## config.mk

```make
export PLATFORM = sky130hd
export DESIGN_NAME = i2c_addr_match
export DESIGN_NICKNAME = d
export VERILOG_FILES = /design/src/rtl/i2c_am_pkg.sv /design/src/rtl/i2c_am_cond.sv /design/src/rtl/i2c_am_shift.sv /design/src/rtl/i2c_am_ack.sv /design/src/rtl/i2c_addr_match.sv
export SDC_FILE = /design/constraint.sdc
export NUM_CORES = 1
export LEC_CHECK = 0
export BUFFER_PORTS_ARGS = -buffer_cell sky130_fd_sc_hd__buf_2
export CORE_ASPECT_RATIO = 0.9
export CORE_MARGIN = 5
export CORE_UTILIZATION = 46
export CTS_CLUSTER_SIZE = 40
export DETAILED_ROUTE_END_ITERATION = 16
export HOLD_SLACK_MARGIN = 0.03
export PLACE_DENSITY_LB_ADDON = 0.3
export SLEW_MARGIN = 30
export SYNTH_ARGS = -nofsm -noshare
export SYNTH_HDL_FRONTEND = slang
export SYNTH_SLANG_ARGS = --single-unit
export TNS_END_PERCENT = 10
```

## constraint.sdc

```tcl
create_clock -name clk -period 5.9 [get_ports clk]
set_clock_uncertainty 0.05 [all_clocks]
set_input_delay 0.295 -clock clk [delete_from_list [all_inputs] [get_ports clk]]
set_output_delay 0.295 -clock clk [all_outputs]
set_load 0.02 [all_outputs]
```

## src/rtl/i2c_am_pkg.sv

```systemverilog
package i2c_am_pkg;
  localparam int AM_BYTE_W = 8;
  localparam int AM_HI_W   = 2;
  localparam logic [4:0] AM_TEN_PREFIX = 5'b11110;

  typedef enum logic [2:0] {
    AM_IDLE, AM_HDR, AM_LOW, AM_SEL, AM_SKIP
  } am_state_e;

  // 7-bit hit: upper seven bits of the byte carry the address
  function automatic logic am_hit7(input logic [7:0] b, input logic [6:0] a);
    return b[7:1] == a;
  endfunction

  // 10-bit header hit: prefix and the two upper address bits
  function automatic logic am_hit10_hdr(input logic [7:0] b, input logic [1:0] hi);
    return (b[7:3] == AM_TEN_PREFIX) && (b[2:1] == hi);
  endfunction

  function automatic logic am_hit10_low(input logic [7:0] b, input logic [7:0] lo);
    return b == lo;
  endfunction
endpackage

```

## src/rtl/i2c_am_cond.sv

```systemverilog
module i2c_am_cond (
  input  logic clk,
  input  logic rst_n,
  input  logic scl_i,
  input  logic sda_i,
  output logic scl_rise_o,
  output logic scl_fall_o,
  output logic start_o,
  output logic stop_o
);
  logic scl_q, sda_q;

  always_ff @(posedge clk or negedge rst_n) begin
    if (!rst_n) begin
      scl_q <= 1'b1;
      sda_q <= 1'b1;
    end else begin
      scl_q <= scl_i;
      sda_q <= sda_i;
    end
  end

  assign scl_rise_o = scl_i & ~scl_q;
  assign scl_fall_o = ~scl_i & scl_q;
  assign start_o    = scl_i & scl_q & sda_q & ~sda_i;
  assign stop_o     = scl_i & scl_q & ~sda_q & sda_i;
endmodule

```

## src/rtl/i2c_am_shift.sv

```systemverilog
module i2c_am_shift #(
  parameter int BITS = 8
) (
  input  logic            clk,
  input  logic            rst_n,
  input  logic            scl_rise_i,
  input  logic            start_i,
  input  logic            sda_i,
  output logic [BITS-1:0] byte_o,
  output logic            byte_done_o
);
  localparam int CNT_W = $clog2(BITS + 1);
  localparam logic [CNT_W-1:0] LAST = CNT_W'(BITS - 1);
  localparam logic [CNT_W-1:0] ACKC = CNT_W'(BITS);

  logic [CNT_W-1:0] cnt_q;

  always_ff @(posedge clk or negedge rst_n) begin
    if (!rst_n) begin
      cnt_q       <= '0;
      byte_o      <= '0;
      byte_done_o <= 1'b0;
    end else begin
      byte_done_o <= 1'b0;
      if (start_i) begin
        cnt_q <= '0;
      end else if (scl_rise_i) begin
        if (cnt_q == ACKC) begin
          cnt_q <= '0;
        end else begin
          byte_o      <= {byte_o[BITS-2:0], sda_i};
          cnt_q       <= cnt_q + 1'b1;
          byte_done_o <= (cnt_q == LAST);
        end
      end
    end
  end
endmodule

```

## src/rtl/i2c_am_ack.sv

```systemverilog
module i2c_am_ack (
  input  logic clk,
  input  logic rst_n,
  input  logic arm_i,
  input  logic scl_fall_i,
  input  logic start_i,
  output logic pull_o
);
  logic armed_q;

  always_ff @(posedge clk or negedge rst_n) begin
    if (!rst_n) begin
      armed_q <= 1'b0;
      pull_o  <= 1'b0;
    end else if (start_i) begin
      armed_q <= 1'b0;
      pull_o  <= 1'b0;
    end else begin
      if (arm_i) armed_q <= 1'b1;
      if (scl_fall_i) begin
        pull_o  <= armed_q;
        armed_q <= 1'b0;
      end
    end
  end


  pull_edge_chk: assert property (@(posedge clk) disable iff (!rst_n)
    (!scl_fall_i && !start_i) |=> $stable(pull_o));
endmodule

```

## src/rtl/i2c_addr_match.sv

```systemverilog
module i2c_addr_match (
  input  logic       clk,
  input  logic       rst_n,
  input  logic       scl_i,
  input  logic       sda_i,
  input  logic       ten_bit_i,
  input  logic       inhibit_i,
  input  logic       nak_i,
  input  logic [7:0] own_addr_i,
  input  logic [1:0] addr_hi_i,
  output logic       sda_pull_o,
  output logic       sam_o,
  output logic       addressed_o,
  output logic       rw_o
);
  import i2c_am_pkg::*;

  logic scl_rise_w, scl_fall_w, start_w, stop_w;
  logic [AM_BYTE_W-1:0] byte_w;
  logic byte_done_w;
  logic arm_w;

  am_state_e st_q, st_n;
  logic ten_sel_q, ten_sel_n, rw_n, sam_n;

  i2c_am_cond u_cond (
    .clk(clk), .rst_n(rst_n), .scl_i(scl_i), .sda_i(sda_i),
    .scl_rise_o(scl_rise_w), .scl_fall_o(scl_fall_w),
    .start_o(start_w), .stop_o(stop_w)
  );

  i2c_am_shift #(.BITS(AM_BYTE_W)) u_shift (
    .clk(clk), .rst_n(rst_n), .scl_rise_i(scl_rise_w), .start_i(start_w),
    .sda_i(sda_i), .byte_o(byte_w), .byte_done_o(byte_done_w)
  );

  i2c_am_ack u_ack (
    .clk(clk), .rst_n(rst_n), .arm_i(arm_w), .scl_fall_i(scl_fall_w),
    .start_i(start_w), .pull_o(sda_pull_o)
  );

  always_comb begin
    st_n      = st_q;
    ten_sel_n = ten_sel_q;
    rw_n      = rw_o;
    sam_n     = 1'b0;
    arm_w     = 1'b0;
    if (stop_w) begin
      st_n      = AM_IDLE;
      ten_sel_n = 1'b0;
    end else if (start_w) begin
      st_n = AM_HDR;
    end else if (byte_done_w) begin
      unique case (st_q)
        AM_HDR: begin
          st_n = AM_SKIP;
          if (!inhibit_i) begin
            if (!ten_bit_i) begin
              if (am_hit7(byte_w, own_addr_i[6:0])) begin
                st_n = AM_SEL; sam_n = 1'b1; rw_n = byte_w[0]; arm_w = !nak_i;
              end
            end else if (am_hit10_hdr(byte_w, addr_hi_i)) begin
              if (!byte_w[0]) begin
                st_n = AM_LOW; arm_w = !nak_i;
              end else if (ten_sel_q) begin
                st_n = AM_SEL; sam_n = 1'b1; rw_n = 1'b1; arm_w = !nak_i;
              end
            end
          end
        end
        AM_LOW: begin
          if (!inhibit_i && am_hit10_low(byte_w, own_addr_i)) begin
            st_n = AM_SEL; sam_n = 1'b1; rw_n = 1'b0; ten_sel_n = 1'b1; arm_w = !nak_i;
          end else begin
            st_n = AM_SKIP; ten_sel_n = 1'b0;
          end
        end
        default: ;
      endcase
    end
  end

  always_ff @(posedge clk or negedge rst_n) begin
    if (!rst_n) begin
      st_q      <= AM_IDLE;
      ten_sel_q <= 1'b0;
      rw_o      <= 1'b0;
      sam_o     <= 1'b0;
    end else begin
      st_q      <= st_n;
      ten_sel_q <= ten_sel_n;
      rw_o      <= rw_n;
      sam_o     <= sam_n;
    end
  end

  assign addressed_o = (st_q == AM_SEL);


  sam_after_byte_chk: assert property (@(posedge clk) disable iff (!rst_n)
    sam_o |-> $past(byte_done_w));

  stop_clears_chk: assert property (@(posedge clk) disable iff (!rst_n)
    stop_w |=> !addressed_o);

  inhibit_blocks_chk: assert property (@(posedge clk) disable iff (!rst_n)
    (byte_done_w && st_q == AM_HDR && inhibit_i && !start_w && !stop_w)
      |=> (!sam_o && !addressed_o));

  skip_quiet_chk: assert property (@(posedge clk) disable iff (!rst_n)
    (st_q == AM_SKIP) |-> !sda_pull_o);
endmodule

```

# == Word level (Yosys, flattened, before mapping) ==
# Cells that the tools add are included.
# op_classes
eq_ne,16
n_bitwise,14
addsub,1
mux,56
reduce_logical,16
# ops
cell,count
$mux 1,39
$mux 3,10
$mux 4,3
$reduce_and 10->1,1
$reduce_bool 2->1,5
$ne 3x3->1 const B,3
$eq 8x8->1,1
$and 1x1->1,7
$eq 7x7->1,1
$not 1->1,7
$eq 3x2->1 const B,2
$pmux 1 s2,3
$pmux 3 s2,1
$reduce_and 3->1,2
$reduce_bool 3->1,2
$eq 5x5->1 const B,1
$add 4x1->4 const B,1
$eq 4x3->1 const B,1
$eq 4x4->1 const B,1
$ne 2x2->1 const B,2
$reduce_bool 4->1,1
$eq 3x1->1 const B,1
$ne 3x2->1 const B,1
$eq 2x2->1,1
4 further kinds,6
# totals
wordCells,114
regBits,23

# == Logic depth before layout (Yosys ltp) ==
# Gate-level depths: netlist (run 1).
# logic_depth
word_depth,13
depth_mapped,8
ltp_nobuf,7

# == By module ==
# Synthesis (run 1) repeated with hierarchy kept, for this count alone.
# hier_totals
hier_cells,123
hier_area_um2,1368.8
# modules_own_cells
module,instances,area_each_um2,cells_each
i2c_addr_match,1,614.3,68
i2c_am_shift,1,596.8,43
i2c_am_cond,1,85.1,6
i2c_am_ack,1,72.6,6

# == Worst setup path before layout (run 1) ==
# No wires, ideal clock.
# synth_timing
path_kind,reg2reg
start,register u_shift.byte_o[3]
end,register st_q[2]
t_arrival_ns,1.738
n_path_buf,0
required_ns,5.729
stages_incl_launch_ff,7
setup_time_ns,0.121
setup_slack_ns,3.991
cell_sequence,dfrtp_1 -> nand4b_1 -> or4_4 -> a21o_1 -> a211oi_2 -> nor4b_1 -> o22a_1
# synth_between
elab_chain_cells,9
# synth_rtl
element,line_no,text
start: declaration,i2c_am_shift.sv:9,"output logic [BITS-1:0] byte_o,"
start signal: assignment,i2c_am_shift.sv:31,"byte_o <= {byte_o[BITS-2:0], sda_i};"
$eq 5x5->1,i2c_am_pkg.sv:17,return (b[7:3] == AM_TEN_PREFIX) && (b[2:1] == hi);
$logic_and 1x1->1,i2c_am_pkg.sv:17,
$mux 3,i2c_addr_match.sv:62,"end else if (am_hit10_hdr(byte_w, addr_hi_i)) begin"
$mux 3,i2c_addr_match.sv:58,if (!ten_bit_i) begin
$mux 3,i2c_addr_match.sv:57,if (!inhibit_i) begin
$pmux 3 s2 *,i2c_addr_match.sv:54,unique case (st_q)
$mux 3 *,i2c_addr_match.sv:53,end else if (byte_done_w) begin
$mux 3 *,i2c_addr_match.sv:51,end else if (start_w) begin
$mux 3 *,i2c_addr_match.sv:48,if (stop_w) begin
end signal: assignment,i2c_addr_match.sv:90,st_q <= st_n;
end: declaration,i2c_addr_match.sv:23,"am_state_e st_q, st_n;"
# Every way passes the cells marked *; elsewhere a longest branch is shown, timed or not. The select of a mux whose other input is x is not followed.
# A chain may end at the register's enable or synchronous reset.

# == Worst setup path in the final report (run 1) ==
# Ends and elaborated chain as after synthesis.

==> impl_metrics.json, run 1 <==
{
  "grt_pass1_vias": 1087,
  "die_h_um": 61.3,
  "r2r-end": "st_q[2]",
  "grt_setup_unrepaired": "no",
  "p_leak_nw": 0.645,
  "hold_path_startpoint": "scl_i",
  "numPortBuffers": 20,
  "start_util_pct": 48.6,
  "drt-initial-drc-count": 82,
  "grt_pass1_wl_um": 4740,
  "yosysUniqueCellTypes": 41,
  "hold_path_end": "u_cond.scl_q",
  "r2r_setup_slack_ns": 3.81,
  "syn_to_final_growth_pct": 13.5,
  "htree_levels": 1,
  "fin_nets": 176,
  "reg2reg_depth": 6,
  "via_per_inst": 5.44,
  "grt_max_degree": 24,
  "synth_area_um2": 1350,
  "crit_path_end_kind": "flop",
  "synth_cells": 133,
  "cp.depth": 6,
  "synth-seq-area-share_pct": 42.9,
  "cp.arrival_ns": 2.27,
  "hold_depth": 1,
  "antenna_cells": 0,
  "rows": 18,
  "antenna_left": 0,
  "status": "finished, final reports clean",
  "path_buf_inv": 0,
  "cts_buffer_depth": 2,
  "grt_remaining_overflow": 0,
  "startpoint": "u_shift.byte_o[3]",
  "layout-drive-gt1-share_pct": 25.6,
  "place_congestion": 0.836,
  "critPathLaunchType": "flop",
  "worstPathCellList": "nand4b_1 -> or4_4 -> a21o_1 -> a211oi_2 -> nor4b_1 -> o22a_1",
  "drc": 0,
  "slowest_stage": "or4_4",
  "pre_cts_ws_ns": 3.84,
  "max_slew.worst_pin.slew_ns": 0.632,
  "cts_buffers": 3,
  "ys_warn_count": 0,
  "setup_viol": 0,
  "wl_um": 2870,
  "clk_pin_slew_ns": 0.14,
  "critPathKind": "reg2reg",
  "die_x_um": 67.0,
  "post_cts.repair.setup_buffers": 0,
  "slew_headroom_pct": 57.3,
  "period_needed_ns": 2.09,
  "antenna_found_initial": 0,
  "reg2reg_from": "u_shift.byte_o[3]",
  "period_share_pct": 35.5,
  "synthesis.nets": 152,
  "synth_seq_cells": 23,
  "worst_path_dominant_cell_family": "simple AND/OR/NAND/NOR gates",
  "io_pins": 21,
  "worstPathMaxFanout": 5,
  "vias": 1066,
  "avgSynthCellArea_um2": 10.1,
  "synthArstFlopShare_pct": 100,
  "coreArea_um2": 2770,
  "timing.final.ws_setup_ns": 3.81,
  "setup_tns_ns": 0,
  "drv_cap": 0,
  "ir_drop_mv": 0.186,
  "firstDrtPassIters": 4,
  "max_freq_ghz": 0.478,
  "slew_viol_final": 0,
  "required_ns": 6.07,
  "cts.sinks": 23,
  "hpwl_um": 2220,
  "avgRoutedWirePerCell_um": 14.7,
  "min_path_type": "in2reg",
  "synth_edf_count": 0,
  "synth_ff_type": "dfrtp_1",
  "grt_usage_pct": 15.3,
  "cts_tree": "yes",
  "worstSkewPairLatency_ns": 0.32,
  "cts_root_buf": "clkbuf_4",
  "worst_path_largest_cell_delay_ns": 0.53,
  "hold_viol": 0,
  "die_area_um2": 4110,
  "power_density_nw_per_um2": 279
}
worst max path at each step:
stage	endpoint	slack, ns
floorplan	st_q[2]	3.99
global placement	st_q[2]	3.94
detailed placement	st_q[2]	3.84
CTS	st_q[2]	3.80
global route	rw_o	3.74
finish	st_q[2]	3.81
flip-flops by register name (all words and copies together), names as in the netlist:
| register | flops |
|---|---|
| u_ack.armed_q | 1 |
| sam_o | 1 |
| u_shift.byte_done_o | 1 |
| ten_sel_q | 1 |
| u_cond.sda_q | 1 |
| rw_o | 1 |
| st_q | 3 |
| u_cond.scl_q | 1 |
| u_ack.pull_o | 1 |
| u_shift.byte_o | 8 |
| u_shift.cnt_q | 4 |
cells by family (layout without fill, tap and decap cells):
logic type / Yosys count / count (layout) / synth area share, %
adder cells (fa/ha/maj): 2 / 2 / 1.86
flip-flops: 23 / 23 / 42.9
AO/OA/AOI/OAI: 28 / 28 / 13.6
multiplexers: 8 / 8 / 6.69
XOR/XNOR: 20 / 20 / 13.0
buffers and inverters: 5 / 28 / 1.49
AND/OR/NAND/NOR: 47 / 47 / 20.4
cells in the mapped netlist (2+ instances only):
| master | number | area share (%) |
|---|---|---|
| dfrtp_1 | 21 | 39 |
| nand2_1 | 18 | 5.0 |
| xor2_1 | 11 | 7.2 |
| xnor2_1 | 9 | 5.9 |
| mux2_2 | 8 | 6.7 |
| o21ai_0 | 8 | 3.0 |
| a21oi_1 | 5 | 1.9 |
| nor2b_1 | 4 | 1.9 |
| inv_1 | 3 | 0.84 |
| nand3_1 | 3 | 1.1 |
| nor2_1 | 3 | 0.84 |
| nor4_1 | 3 | 1.4 |
| o211ai_1 | 3 | 1.7 |
| dfstp_2 | 2 | 3.9 |
| ha_1 | 2 | 1.9 |
| nand2b_1 | 2 | 0.93 |
| nand4_1 | 2 | 0.93 |
| nor4b_1 | 2 | 1.3 |
| o21ai_1 | 2 | 0.74 |
layout make-up:
type | count | area [um^2]
Clock buffer | 3 | 22.5
Clock inverter | 1 | 7.51
Fill cell | 267 | 1240
Inverter | 3 | 11.3
Multi-Input combinational cell | 105 | 748
Sequential cell | 23 | 578
Tap cell | 40 | 50.0
Timing Repair Buffer | 21 | 110
cell usage in the layout, fill, tap and decap left out, types with 2 or more instances in the layout:
cell type,Yosys,final
mux2_2,8,8
nand2b_1,2,2
nand4_1,2,2
clkbuf_4,0,3
nand3_1,3,3
buf_2,1,20
nor2_1,3,3
nor4b_1,2,2
xor2_1,11,11
o21ai_1,2,2
dfrtp_1,21,21
a21oi_1,5,5
ha_1,2,2
nor2b_1,4,4
xnor2_1,9,9
dfstp_2,2,2
inv_1,3,3
o21ai_0,8,8
nor4_1,3,3
nand2_1,18,18
o211ai_1,3,3
power breakdown:
group          switching [mW]  internal (mW)  leakage, nW  total, mW
combinational          0.0463         0.0639        0.337      0.110
sequential             0.0494          0.189        0.294      0.238
clock                  0.0515         0.0259       0.0139     0.0774
what timing repair did:
| action | 4_1_cts | 5_1_grt |
|---|---|---|
| resized for setup | 0 | 0 |
| endpoints found under the hold margin | 21 | 0 |
| hold buffers | 1 | 0 |
through the flow:
| stage | hold WS (ns) | power [mW] | util, % | cell area (um^2) | cells |
|---|---|---|---|---|---|
| after floorplan | -0.0506 | 0.314 | - | 1350 | 133 |
| final | 0.0551 | 0.426 | 55.1 | 1530 | 196 |
| after global routing | 0.0453 | 0.451 | 55.1 | 1530 | 196 |
| after detailed placement | 0.252 | 0.351 | 53.7 | 1490 | 191 |
| after CTS | 0.0476 | 0.429 | 55.1 | 1530 | 196 |
| after global placement | 0.240 | 0.345 | 53.7 | 1490 | 191 |
per-layer routing:
layer	GRT usage (%)	wire length [um]	up-vias
met5	0	0	-
met4	3.47	50	0
met3	4.20	101	7
met2	27.9	1410	15
met1	18.2	1310	526
li1	-	-	518
Power figures use the tool's default switching activity.
==> run 2, diff against run 1 <==
==> constraint.sdc (replaced) <==
create_clock -name clk -period 2.1 [get_ports clk]
set_clock_uncertainty 0.05 [all_clocks]
set_input_delay 0.105 -clock clk [delete_from_list [all_inputs] [get_ports clk]]
set_output_delay 0.105 -clock clk [all_outputs]
set_load 0.02 [all_outputs]
==> run 2 against run 1 <==
Against the previous run: sequential power grew to 2.6 times the previous value; via count is 2.2% higher; critical path depth stayed put; non-clock buffer count is 7 higher; sequential share of layout area decreased by 1.4 points.
==> impl_metrics.json, run 2 (synthesis results as in run 1) <==
{
  "layoutNonFillerInstCount": 203,
  "max_slew.worst_pin.slew_ns": 0.642,
  "avgRoutedWirePerCell_um": 14.1,
  "required_ns": 2.28,
  "period_needed_ns": 2.00,
  "status": "finished, final reports clean",
  "firstDrtPassIters": 4,
  "regMostFlops": "u_shift.byte_o",
  "setup_viol": 0,
  "grt_pass1_vias": 1034,
  "coreArea_um2": 2770,
  "reg_top3": "u_shift.byte_o x8, u_shift.cnt_q x4, st_q x3",
  "layout-drive-gt1-share_pct": 27.6,
  "cts_root_buf": "clkbuf_4",
  "worstSkewPairLatency_ns": 0.32,
  "startpoint": "u_shift.byte_o[2]",
  "numPortBuffers": 20,
  "reg2reg_from": "u_shift.byte_o[2]",
  "rows": 18,
  "dp.cells": 195,
  "p_leak_nw": 0.676,
  "dr_wl_met3_um": 141,
  "r2r_setup_slack_ns": 0.10,
  "cp.arrival_ns": 2.17,
  "ir_drop_mv": 0.549,
  "reg2reg_depth": 6,
  "crit_path_end_kind": "flop",
  "max_freq_ghz": 0.501,
  "hold_viol": 0,
  "cts_buffers": 3,
  "cts_buffer_depth": 2,
  "setup_tns_ns": 0,
  "grt_setup_unrepaired": "no",
  "wl_um": 2860,
  "critPathKind": "reg2reg",
  "die_x_um": 67.0,
  "slew_viol_final": 0,
  "final_cell_mix": "buf_2 (20), dfrtp_1 (20), nand2_1 (18)",
  "start_util_pct": 48.6,
  "hpwl_um": 2200,
  "largest_reg_flops": 8,
  "drt-initial-drc-count": 66,
  "drv_cap": 0,
  "die_h_um": 61.3,
  "slew_headroom_pct": 56.6,
  "antenna_cells": 0,
  "syn_to_final_growth_pct": 18.0,
  "top_layer": "met4",
  "utilization_pct": 57.4,
  "slowest_stage": "or4_4",
  "p_total_mw": 1.25,
  "worst_path_largest_cell_delay_ns": 0.48,
  "crit_end": "st_q[2]",
  "grt_pass1_wl_um": 4640,
  "wl_met1_um": 1370,
  "min_path_type": "in2reg",
  "grt_remaining_overflow": 0,
  "via_per_inst": 5.36,
  "wl_met2_um": 1320,
  "vias": 1089,
  "htree_levels": 1,
  "antenna_found_initial": 0,
  "cts.sinks": 23,
  "critPathLaunchType": "flop",
  "worstPathMaxFanout": 5,
  "io_pins": 21,
  "fin_nets": 183,
  "drc": 0,
  "place_congestion": 0.850,
  "grt_usage_pct": 15.1,
  "cts_tree": "yes",
  "die_area_um2": 4110,
  "r2r-end": "st_q[2]",
  "power_density_nw_per_um2": 786,
  "period_share_pct": 95.1,
  "clk_pin_slew_ns": 0.13,
  "worstPathCellList": "xor2_1 -> or4_4 -> a21o_1 -> a211oi_2 -> nor4b_1 -> o22a_1",
  "grt_max_degree": 24,
  "antenna_left": 0,
  "hold_depth": 3
}
## run 2: cell types whose count changed in the layout (fill, tap and decap cells not counted)
cell / previous run / this run
buf_4: 0 / 4
dfrtp_2: 0 / 1
dfrtp_1: 21 / 20
dlygate4sd3_1: 1 / 4
## run 2: worst min-delay path by stage
stage,start,to,slack (ns)
3_3_place_gp,rst_n,sam_o,0.05
2_1_floorplan,rst_n,rw_o,-0.24
5_1_grt,inhibit_i,ten_sel_q,0.15
3_5_place_dp,rst_n,sam_o,0.06
4_1_cts,inhibit_i,ten_sel_q,0.12
6_report,ten_bit_i,rw_o,0.13
## run 2: power breakdown
part / switching (mW) / internal [mW] / total (mW)
clock network: 0.145 / 0.0728 / 0.218
registers: 0.0926 / 0.532 / 0.625
logic: 0.186 / 0.220 / 0.406
total: 0.423 / 0.825 / 1.25
## run 2: layout make-up
class	count	area (um^2)
clock buffer	3	22.5
inverter	3	11.3
sequential	23	579
fill	257	1180
tap	40	50.0
clock inverter	1	7.51
timing repair buffer	28	170
multi-input combinational	105	748
## run 2: per-stage QoR
step	setup slack [ns]	hold WS, ns	cell area [um^2]
final	0.103	0.128	1590
after global routing	0.0164	0.154	1590
after CTS	0.0858	0.124	1590
after detailed placement	0.107	0.0607	1520
after global placement	0.169	0.0528	1520
after floorplan	0.191	-0.241	1350
## run 2: routing by layer
layer  vias up  global-route usage, %
li1        542                      -
met1       518                   19.2
met2        24                   24.9
met3         5                   4.38
met4         0                   4.91
met5         -                      0
## run 2: worst max-delay path: cells and delay by family (launching register included)
| kind | cells | cell delay [ns] |
|---|---|---|
| AO/OA/AOI/OAI | 3 | 0.65 |
| XOR/XNOR | 1 | 0.17 |
| flip-flops | 1 | 0.47 |
| AND/OR/NAND/NOR | 2 | 0.57 |
## run 2: repair_timing
| item | CTS | global route |
|---|---|---|
| setup endpoints to repair | 0 | 1 |
| resized for setup | 0 | 1 |
| hold endpoints to repair | 25 | 0 |
| buffers inserted | 0 | 0 |
| hold buffers | 4 | 0 |
